===== src/rtl/dacreg_pkg.sv =====
package dacreg_pkg;
  typedef enum logic {
    CH_A = 1'b0,
    CH_B = 1'b1
  } chan_e;

  localparam int NUM_CH = 2;
endpackage


===== src/rtl/dacreg_sync.sv =====
module dacreg_sync #(
  parameter int             W       = 1,
  parameter int             STAGES  = 2,
  parameter logic [W-1:0]   RST_VAL = '0
) (
  input  logic         clk,
  input  logic         rst,
  input  logic [W-1:0] d,
  output logic [W-1:0] q
);
  logic [W-1:0] chain [STAGES];

  genvar s;
  generate
    for (s = 0; s < STAGES; s++) begin : g_stage
      if (s == 0) begin : g_first
        always_ff @(posedge clk) begin
          if (rst) chain[0] <= RST_VAL;
          else     chain[0] <= d;
        end
      end else begin : g_next
        always_ff @(posedge clk) begin
          if (rst) chain[s] <= RST_VAL;
          else     chain[s] <= chain[s-1];
        end
      end
    end
  endgenerate

  assign q = chain[STAGES-1];
endmodule


===== src/rtl/dacreg_clr_sync.sv =====
module dacreg_clr_sync #(
  parameter int STAGES = 2
) (
  input  logic clk,
  input  logic clear_n,
  output logic clr_n_out
);
  logic [STAGES-1:0] hold;

  always_ff @(posedge clk or negedge clear_n) begin
    if (!clear_n) hold <= '0;
    else          hold <= {hold[STAGES-2:0], 1'b1};
  end

  assign clr_n_out = hold[STAGES-1];
endmodule


===== src/rtl/dacreg_in_bank.sv =====
module dacreg_in_bank #(
  parameter int DW  = 8,
  parameter int NCH = 2,
  localparam int SW = (NCH > 1) ? $clog2(NCH) : 1
) (
  input  logic                    clk,
  input  logic                    rst,
  input  logic                    wr_en,
  input  logic [SW-1:0]           sel,
  input  logic [DW-1:0]           data,
  output logic [NCH-1:0][DW-1:0]  stage_q
);
  genvar c;
  generate
    for (c = 0; c < NCH; c++) begin : g_ch
      always_ff @(posedge clk) begin
        if (rst)                               stage_q[c] <= '0;
        else if (wr_en && (sel == SW'(c)))     stage_q[c] <= data;
      end
    end
  endgenerate
endmodule


===== src/rtl/dacreg_out_bank.sv =====
module dacreg_out_bank #(
  parameter int DW  = 8,
  parameter int NCH = 2
) (
  input  logic                    clk,
  input  logic                    rst,
  input  logic                    clr_n,
  input  logic                    load_on,
  input  logic [NCH-1:0][DW-1:0]  stage_q,
  output logic [NCH-1:0][DW-1:0]  out_q
);
  genvar c;
  generate
    for (c = 0; c < NCH; c++) begin : g_ch
      always_ff @(posedge clk or negedge clr_n) begin
        if (!clr_n)       out_q[c] <= '0;
        else if (rst)     out_q[c] <= '0;
        else if (load_on) out_q[c] <= stage_q[c];
      end
    end
  endgenerate
endmodule


===== src/rtl/dac_dual_regs.sv =====
module dac_dual_regs #(
  parameter int DW          = 8,
  parameter int SYNC_STAGES = 2
) (
  input  logic          clk,
  input  logic          rst,
  input  logic [DW-1:0] bus_data,
  input  logic          bus_cs_n,
  input  logic          bus_wr_n,
  input  logic          bus_sel,
  input  logic          load_n,
  input  logic          clear_n,
  input  logic          pwrdn_n,
  output logic [DW-1:0] code_a,
  output logic [DW-1:0] code_b,
  output logic          pwrdn_flag
);
  import dacreg_pkg::*;

  localparam int NCH = NUM_CH;
  localparam int SYW = DW + 5;
  localparam logic [SYW-1:0] SY_RST = {4'b1111, 1'b0, {DW{1'b0}}};

  logic [SYW-1:0] sy_in, sy_out;
  logic [DW-1:0]  data_s, data_q;
  logic           wr_s_n, cs_s_n, load_s_n, pd_s_n, sel_s;
  logic           wr_q_n, cs_q_n, sel_q;
  logic           wr_en, load_on, clr_n_int;
  logic [NCH-1:0][DW-1:0] stage_q, out_q;

  assign sy_in = {bus_wr_n, bus_cs_n, load_n, pwrdn_n, bus_sel, bus_data};

  dacreg_sync #(.W(SYW), .STAGES(SYNC_STAGES), .RST_VAL(SY_RST)) u_sync (
    .clk(clk), .rst(rst), .d(sy_in), .q(sy_out)
  );

  assign {wr_s_n, cs_s_n, load_s_n, pd_s_n, sel_s, data_s} = sy_out;

  dacreg_clr_sync #(.STAGES(SYNC_STAGES)) u_clr (
    .clk(clk), .clear_n(clear_n), .clr_n_out(clr_n_int)
  );

  always_ff @(posedge clk) begin
    if (rst) begin
      wr_q_n <= 1'b1;
      cs_q_n <= 1'b1;
      sel_q  <= 1'b0;
      data_q <= '0;
    end else begin
      wr_q_n <= wr_s_n;
      cs_q_n <= cs_s_n;
      sel_q  <= sel_s;
      data_q <= data_s;
    end
  end

  assign wr_en   = wr_s_n && !wr_q_n && !cs_q_n;
  assign load_on = !load_s_n;

  dacreg_in_bank #(.DW(DW), .NCH(NCH)) u_in (
    .clk(clk), .rst(rst), .wr_en(wr_en), .sel(sel_q),
    .data(data_q), .stage_q(stage_q)
  );

  dacreg_out_bank #(.DW(DW), .NCH(NCH)) u_out (
    .clk(clk), .rst(rst), .clr_n(clr_n_int), .load_on(load_on),
    .stage_q(stage_q), .out_q(out_q)
  );

  always_ff @(posedge clk) begin
    if (rst) pwrdn_flag <= 1'b0;
    else     pwrdn_flag <= !pd_s_n;
  end

  assign code_a = out_q[CH_A];
  assign code_b = out_q[CH_B];
endmodule


===== config.mk =====
export PLATFORM = sky130hd
export DESIGN_NAME = dac_dual_regs
export DESIGN_NICKNAME = d
export VERILOG_FILES = /design/src/rtl/dacreg_pkg.sv /design/src/rtl/dacreg_sync.sv /design/src/rtl/dacreg_clr_sync.sv /design/src/rtl/dacreg_in_bank.sv /design/src/rtl/dacreg_out_bank.sv /design/src/rtl/dac_dual_regs.sv
export SDC_FILE = /design/constraint.sdc
export NUM_CORES = 1
export LEC_CHECK = 0
export ABC_AREA = 1
export BUFFER_PORTS_ARGS = -buffer_cell sky130_fd_sc_hd__buf_2
export CAP_MARGIN = 20
export CORE_UTILIZATION = 37
export DETAILED_ROUTE_END_ITERATION = 8
export PLACE_DENSITY = 0.69
export SYNTH_ARGS = -nofsm -noshare
export SYNTH_HDL_FRONTEND = slang
export SYNTH_SLANG_ARGS = --single-unit

===== constraint.sdc =====
create_clock -name clk -period 0.8 [get_ports clk]
set_input_delay 0.12 -clock clk [delete_from_list [all_inputs] [get_ports clk]]
set_output_delay 0.12 -clock clk [all_outputs]
set_load 0.01 [all_outputs]

; After elaboration in Yosys (flattened, before gate mapping)
; Memory sizes are Yosys's and may differ from the RTL's.
; Cells that the tools add are included.
[op_classes]
eq_ne = 1
n_mux = 9
n_bitwise = 3
n_reduce_logical = 7
[ops]
columns = cell, n
row1 = 8-bit 2-to-1 mux, 4
row2 = 13-bit 2-to-1 mux, 2
row3 = 1-bit logical AND, 4
row4 = 1-bit zero test, 3
row5 = 1-bit 2-to-1 mux, 3
row6 = 2-bit != test (second input constant), 1
row7 = 1-bit OR, 2
row8 = 1-bit inverter, 1
[word_totals]
reg_bits = 46
ramBits = 26
input_bits = 16
out_inout_bits = 17
mem_count = 1
[mem_list]
columns = memory, depth, width, rd, rd_clocked_by_memory_dff, wr, line_no
row1 = u_sync.chain, 2, 13, 2, 0, 2, dacreg_sync.sv:11  ; logic [W-1:0] chain [STAGES];

; Logic depth before layout (Yosys ltp)
; Gate-level depths: netlist (run 1).
[depth]
word_depth = 4
mapped_depth = 6
depth_no_buf = 5

; Hierarchy
; From an unflattened synthesis (run 1), not the netlist that was laid out.
[unflattened]
cells_unflattened = 281
hier_area_um2 = 2454.9
[by_module_without_submodules]
columns = mod, instances, cells_per_inst, area_per_inst_um2, seq_area_each_um2
row1 = dacreg_sync, 1, 81, 745.7, 520.5
row2 = dacreg_in_bank, 1, 89, 656.9, 320.3
row3 = dacreg_out_bank, 1, 70, 648.1, 400.4
row4 = dac_dual_regs, 1, 38, 350.3, 240.2
row5 = dacreg_clr_sync, 1, 3, 53.8, 50.0

; Worst setup path before layout (run 1)
; OpenSTA, ideal clock, no wires.
[synth_timing]
path_kind = reg2reg
startpoint = mem u_sync.chain[1][12] (netlist bit)
endpoint = reg u_in.stage_q[10] (netlist bit)
t_arrival_ps = 834
slack_ps = -147
stages_incl_launch_ff = 7
n_path_buf = 1
synth_period_minus_slack_ps = 947
cell_sequence = dfxtp_1 -> inv_2 -> nor2_8 -> buf_8 -> nand4_1 -> nand2_1 -> nor2_1
[synth_rtl]
columns = item, line_no
row1 = "start, declared", dacreg_sync.sv:11
row2 = "end signal, assigned by index", dacreg_in_bank.sv:18  ; else if (wr_en && (sel == SW'(c))) stage_q[c] <= data;
row3 = "end, declared", dacreg_in_bank.sv:11  ; output logic [NCH-1:0][DW-1:0] stage_q

; Final worst setup path (run 1)
[layout_timing]
startpoint = reg u_out.out_q[3] (netlist bit)
endpoint = out code_a[3]
[layout_rtl]
columns = item, line_no
row1 = "start, declared", dacreg_out_bank.sv:10  ; output logic [NCH-1:0][DW-1:0] out_q
row2 = "start signal, assigned by index", dacreg_out_bank.sv:18  ; else if (load_on) out_q[c] <= stage_q[c];
row3 = "end, declared", dac_dual_regs.sv:14  ; output logic [DW-1:0] code_a,
; No word-level cell between the ends.

==> reports/qor.txt, run 1 <==
outcome: finished with violations
failing checks: design-rule violations, negative setup slack
antenna violations before repair: 0
switch share: 0.2151
Iter 0 DRT Violations: 119
YS warnings: 0
Gate power share: 0.055
arrival time of the worst setup path: 880 ps
WP data required: 680 ps
syn_area_per_cell: 8.895 sq um
Crit. End Element: output pin
Leakage Power: 1.598 nW
Mapped Nets: 299
Boundary Pins: 33
root buffer cell: clkbuf_8
number of diodes: 0
critical path fanouts, max: 2
final worst path period need: 1001 ps
Mapped Cells: 283
Synth Register Bits: 72
Clock transition at path regs: 70 ps
mapped cell area: 2517 sq um
average wire per standard cell: 10.01 um
Max-Cap Viols: 0
sequential share of the synthesized area: 0.6083
total track usage: 0.1351
routability cong.: 0.8273
CP max-delay cell: dfrtp_1
Layout Skew: 6.390 ps
die width: 84.49 um
Hold Fails Final Rpt: 0
row count: 29
grt total ovfl: 0
crit share post-route: 1.252
Via-to-Cell Ratio: 4.340
largest net degree at the start of global routing: 50
DR pass1 iterations: 6
CP top delay family: flip-flops
RSZ-0062 raised after global routing: true
Pint: 5.306 mW
number of global-route vias before repair: 1810
synthesis-to-finish area growth: 31.91%
final setup TNS: -5120 ps
Setup CP Type: flip-flop to output pin
worst min path class: primary input to asynchronous set/reset pin
hpwl dp: 2611 um
pwr dens: 2036 nW/um^2
CP Cell Sequence: buf_2
Reg-to-Reg Start: wr_q_n$_SDFF_PP1_
setup ws final: -201.2 ps
max-slew violations: 0
Worst Path Buf+Inv: 1
Port Buffers: 32
hold slack: 80.16 ps
critical path launch point: u_out.out_q[3]$_DFFE_PN0P_
H-Tree Level Count: 3
number of buffers created by CTS: 9
WL final: 4276 um
FF-to-FF path depth: 5
Design Area, Final: 3321 sq um
final core utilization: 0.5141
share of cells above drive strength 1: 0.3029
# clock sinks: 72
clock share of power: 0.397
number of setup violations in the final report: 35
CTS tree: built
fmax: 998.8 MHz
critical path launch point type: flip-flop
residual DRC count: 6
Nets: 361
Max stage delay on crit path: 390 ps
placed cell areas: 2836 sq um
Clock Tree Buf Depth: 2
Distinct cells, synth: 17
Vias: 1853
reg-to-reg setup timing slack: -170 ps
die area: 7138 sq um
Starting Density: 0.3898
clock latency on the worst-skew pair: 350 ps
Flop pwr share: 0.548
Worst IR Drop VDD: 1.419 mV
Die Y: 84.49 um
Psw: 1.454 mW
first-pass GRT wire length: 7438 um
core area: 6459 sq um
Critical R2R Capture: u_in.stage_q[2]$_SDFFE_PP0P_
DRT antenna net count: 0
==> through the flow <==
step | power [mW] | setup slack, ps | instances
final | 6.760 | -201.2 | 427
after CTS | 6.857 | -214.3 | 424
after detailed placement | 4.096 | -149.8 | 384
after global placement | 4.087 | -137.8 | 384
after global routing | 7.051 | -236.1 | 427
after floorplan | 4.007 | -92.68 | 283
==> registers in the layout, summed over array words and instances (netlist names) <==
name / flops
u_sync.chain: 26
u_in.stage_q: 16
u_out.out_q: 16
data_q: 8
u_clr.hold: 2
cs_q_n: 1
pwrdn_flag: 1
sel_q: 1
wr_q_n: 1
==> placed cells by master, fill, tap and decap left out <==
cell / Yosys / routed
buf_2: 10 / 32
buf_12: 0 / 4
conb_1: 1 / 1
inv_4: 0 / 3
dlymetal6s4s_1: 0 / 1
nor2_2: 0 / 4
inv_1: 38 / 36
nand3_2: 0 / 12
nand3_1: 32 / 20
nand2_1: 33 / 33
dfrtp_1: 18 / 18
buf_6: 2 / 3
dfxtp_4: 0 / 3
clkbuf_8: 0 / 13
nor2_8: 1 / 1
inv_2: 3 / 1
inv_6: 0 / 1
nand4_1: 16 / 16
clkbuf_1: 0 / 1
nor2_4: 2 / 3
dfxtp_2: 0 / 2
clkinvlp_4: 0 / 1
buf_4: 2 / 12
dlygate4sd3_1: 0 / 13
dfxtp_1: 54 / 49
nand3_4: 1 / 1
nor2_1: 60 / 56
clkinv_2: 0 / 1
or2_2: 9 / 9
==> synthesized netlist by cell type <==
master    n  share of area
nor2_1   60          0.089
buf_2    10          0.020
nand3_4   1         0.0070
nand3_1  32          0.064
nand2_1  33          0.049
inv_2     3         0.0045
inv_1    38          0.057
buf_8     1         0.0060
dfrtp_1  18           0.18
nor2_8    1         0.0080
buf_6     2         0.0089
nor2_4    2         0.0089
buf_4     2         0.0060
or2_2     9          0.022
dfxtp_1  54           0.43
nand4_1  16          0.040
conb_1    1         0.0015
==> layer usage <==
metal  part of all wire  wire (um)  up-vias  GRT usage
met3              0.064        275        9    0.07473
met2               0.47       1990       49     0.2276
li1                   -          -      994          -
met4              0.018         76        0    0.05085
met5                  0          0        -          0
met1               0.45       1934      801     0.1415
==> kinds of logic (layout without fill, tap and decap cells) <==
family / Yosys count / after routing / share of synthesized area
and+or+nand+nor: 154 / 155 / 0.2883
DFF: 72 / 72 / 0.6084
buffers and inverters: 56 / 122 / 0.1019
other: 1 / 1 / 0.001490
==> power by group through the flow <==
stage,Combinational [mW],Sequential [mW],Clock (mW)
2_1_floorplan,0.218,3.79,0
3_3_place_gp,0.302,3.78,0
3_5_place_dp,0.309,3.79,0
4_1_cts,0.364,3.71,2.78
5_1_grt,0.414,3.71,2.92
6_report,0.370,3.71,2.68
==> area by class of cell <==
class,instances,area [sq um]
multi-input combinational,156,810.8
clock inverter,2,12.51
fill,600,3138
inverter,41,166.4
timing repair buffer,65,506.7
clock buffer,14,182.7
sequential,72,1545
tap,77,96.34
==> how the worst max path moves through the flow <==
stage	slack, ps	to	depth (start not counted)
after floorplan	-90	u_in.stage_q[10]$_SDFFE_PP0P_	6
after global placement	-140	u_in.stage_q[15]$_SDFFE_PP0P_	5
after detailed placement	-150	u_in.stage_q[11]$_SDFFE_PP0P_	4
after CTS	-210	code_a[3]	1
after global routing	-240	code_b[6]	1
final	-200	code_a[3]	1
==> what timing repair did <==
action                     4_1_cts  5_1_grt
pin swaps                       26        9
hold endpoints to repair        15        0
setup buffers                    9        5
gates resized for setup          3       11
setup endpoints to repair       33       41
cloned                           1        0
hold buffers                    14        0
No activity file was read; power rests on OpenSTA's default activity.
==> run 2, diff against run 1 <==
==> constraint.sdc (replaced) <==
create_clock -name clk -period 0.9 [get_ports clk]
set_input_delay 0.135 -clock clk [delete_from_list [all_inputs] [get_ports clk]]
set_output_delay 0.135 -clock clk [all_outputs]
set_load 0.01 [all_outputs]
==> run 2 against run 1 <==
Effect of this change:
- the run still ends with design-rule violations, negative setup slack left
- via count fell by 0.22%
- setup slack improved by 96 ps
- utilization fell by 0.62 points
- combinational power fell by 16%
- clock power rose by 12%
- first-iteration DRC count rose by 7.6%
- critical path depth did not move
- wire length fell by 4.1%
- clock skew fell by 0.70 ps
- cell area fell by 1.2%
- clock-buffer cell count fell by 2
- cell count rose by 0.47%
- largest cell class unchanged
- largest power group unchanged
- highest routed layer unchanged
==> reports/qor.txt, run 2 (synthesized netlist as in run 1, its figures left out) <==
outcome: finished with violations (unchanged)
failing checks: design-rule violations, negative setup slack (unchanged)
row count: 29 (unchanged)
crit share post-route: 1.117
Layout Skew: 5.685 ps (was 6.390 ps)
final worst path period need: 1005 ps
Vias: 1849 (was 1853)
number of setup violations in the final report: 32 (was 35)
DRT antenna net count: 0 (unchanged)
DR pass1 iterations: 6 (unchanged)
Leakage Power: 1.610 nW (was 1.598 nW)
residual DRC count: 4 (was 6)
CTS tree: built (unchanged)
die width: 84.49 um (unchanged)
max reg flops: 26 (unchanged)
commonest non-fill, non-tap cells in the layout: nor2_1, dfxtp_1, inv_1 (unchanged)
H-Tree Level Count: 3 (unchanged)
CP top delay family: flip-flops (unchanged)
worst min path class: primary input to flip-flop (was primary input to asynchronous set/reset pin)
Iter 0 DRT Violations: 128 (was 119)
Max-Cap Viols: 0 (unchanged)
Die Y: 84.49 um (unchanged)
Max stage delay on crit path: 390 ps (about the same)
Clock transition at path regs: 70 ps (about the same)
synthesis-to-finish area growth: 30.32% (was 31.91%)
CP Cell Sequence: buf_2 (unchanged)
# clock sinks: 72 (unchanged)
Nets: 363 (was 361)
CP max-delay cell: dfrtp_1 (unchanged)
total power: 6.596 mW (was 6.760 mW)
Worst Path Buf+Inv: 1 (unchanged)
final setup TNS: -2220 ps (was -5120 ps)
commonest non-fill, non-tap cell in the layout: nor2_1 (unchanged)
fmax: 994.9 MHz
number of buffers created by CTS: 9 (unchanged)
number of global-route vias before repair: 1720 (was 1810)
antenna violations before repair: 0 (unchanged)
Setup CP Type: flip-flop to output pin (unchanged)
number of diodes: 0 (unchanged)
Crit. End Element: output pin (unchanged)
RSZ-0062 raised after global routing: true (unchanged)
grt total ovfl: 0 (unchanged)
pwr dens: 2011 nW/um^2 (was 2036 nW/um^2)
arrival time of the worst setup path: 870 ps (was 880 ps)
root buffer cell: clkbuf_8 (unchanged)
critical path launch point type: flip-flop (unchanged)
total track usage: 0.1315 (was 0.1351)
core area: 6459 sq um (unchanged)
Largest Register: u_sync.chain (unchanged)
clock latency on the worst-skew pair: 340 ps (was 350 ps)
first-pass GRT wire length: 7265 um (was 7438 um)
Port Buffers: 32 (unchanged)
largest net degree at the start of global routing: 50 (unchanged)
WL final: 4101 um (was 4276 um)
hpwl dp: 2533 um (was 2611 um)
Via-to-Cell Ratio: 4.310 (was 4.340)
Hold Fails Final Rpt: 0 (unchanged)
critical path fanouts, max: 2 (unchanged)
post-place setup slack: -72.04 ps (was -149.8 ps)
routability cong.: 0.8127 (was 0.8273)
max-slew violations: 0 (unchanged)
final core utilization: 0.5079 (was 0.5141)
Clock Tree Buf Depth: 2 (unchanged)
Starting Density: 0.3898 (unchanged)
Boundary Pins: 33 (unchanged)
die area: 7138 sq um (unchanged)
share of cells above drive strength 1: 0.2670 (was 0.3029)
WP data required: 760 ps (was 680 ps)
Top Registers: u_sync.chain x26, u_in.stage_q x16, u_out.out_q x16 (unchanged)
average wire per standard cell: 9.559 um (was 10.01 um)
Worst IR Drop VDD: 1.341 mV (was 1.419 mV)
setup ws final: -105.1 ps (was -201.2 ps)
## run 2: area by class of cell
cell class                      count  area, sq um
Fill cell                         587         3178
Multi-Input combinational cell    156        748.2
Clock buffer                       12        176.4
Timing Repair Buffer               67        483.0
Sequential cell                    72         1540
Tap cell                           77        96.34
Clock inverter                      4        72.57
Inverter                           41        163.9
## run 2: routing by layer
| metal | GRT usage | vias up | share of wire |
|---|---|---|---|
| li1 | - | 994 | - |
| met3 | 0.05703 | 11 | 0.053 |
| met4 | 0.07242 | 0 | 0.021 |
| met1 | 0.1463 | 805 | 0.48 |
| met2 | 0.2121 | 39 | 0.45 |
| met5 | 0 | - | 0 |
## run 2: report_power, final
group          switching, mW  internal [mW]  total [mW]
combinational          0.166          0.143       0.309
clock                   1.12           1.87        2.99
sequential            0.0247           3.27        3.29
## run 2: stage by stage
| step | hold WS (ps) | cell area [sq um] | cells |
|---|---|---|---|
| 5_1_grt | 57.62 | 3281 | 429 |
| 6_report | 61.52 | 3281 | 429 |
| 3_5_place_dp | -78.31 | 2770 | 386 |
| 3_3_place_gp | -79.44 | 2770 | 386 |
| 2_1_floorplan | -160.6 | 2524 | 283 |
| 4_1_cts | 47.26 | 3233 | 424 |
## run 2: path summary, 6_finish.rpt
path | slack [ps] | startpoint | to | cells after the start
worst min-delay path | 60 | rst | u_sync.chain[1][1]$_SDFF_PP0_ | 2
worst max register to register | -60 | wr_q_n$_SDFF_PP1_ | u_in.stage_q[10]$_SDFFE_PP0P_ | 5
worst min register to register | 190 | u_clr.hold[1]$_DFF_PN0_ | u_out.out_q[10]$_DFFE_PN0P_ | 1
max in group asynchronous | 540 | u_clr.hold[1]$_DFF_PN0_ | u_out.out_q[0]$_DFFE_PN0P_ | 1
worst max-delay path | -110 | u_out.out_q[1]$_DFFE_PN0P_ | code_a[1] | 1
min in group asynchronous | 100 | clear_n | u_clr.hold[1]$_DFF_PN0_ | 2
## run 2: repair_timing
item	CTS	global route
endpoints found under the hold margin	15	0
pin swaps	21	13
endpoints found under the setup margin	33	33
hold buffers	14	0
gates resized for setup	6	4
gates cloned	1	0
buffers inserted	7	5
## run 2: worst reg2reg max path, delay by kind of cell, from the launching register on
kind | cells | cell delay [ps]
buffers and inverters | 1 | 60
DFF | 1 | 390
and+or+nand+nor | 4 | 440
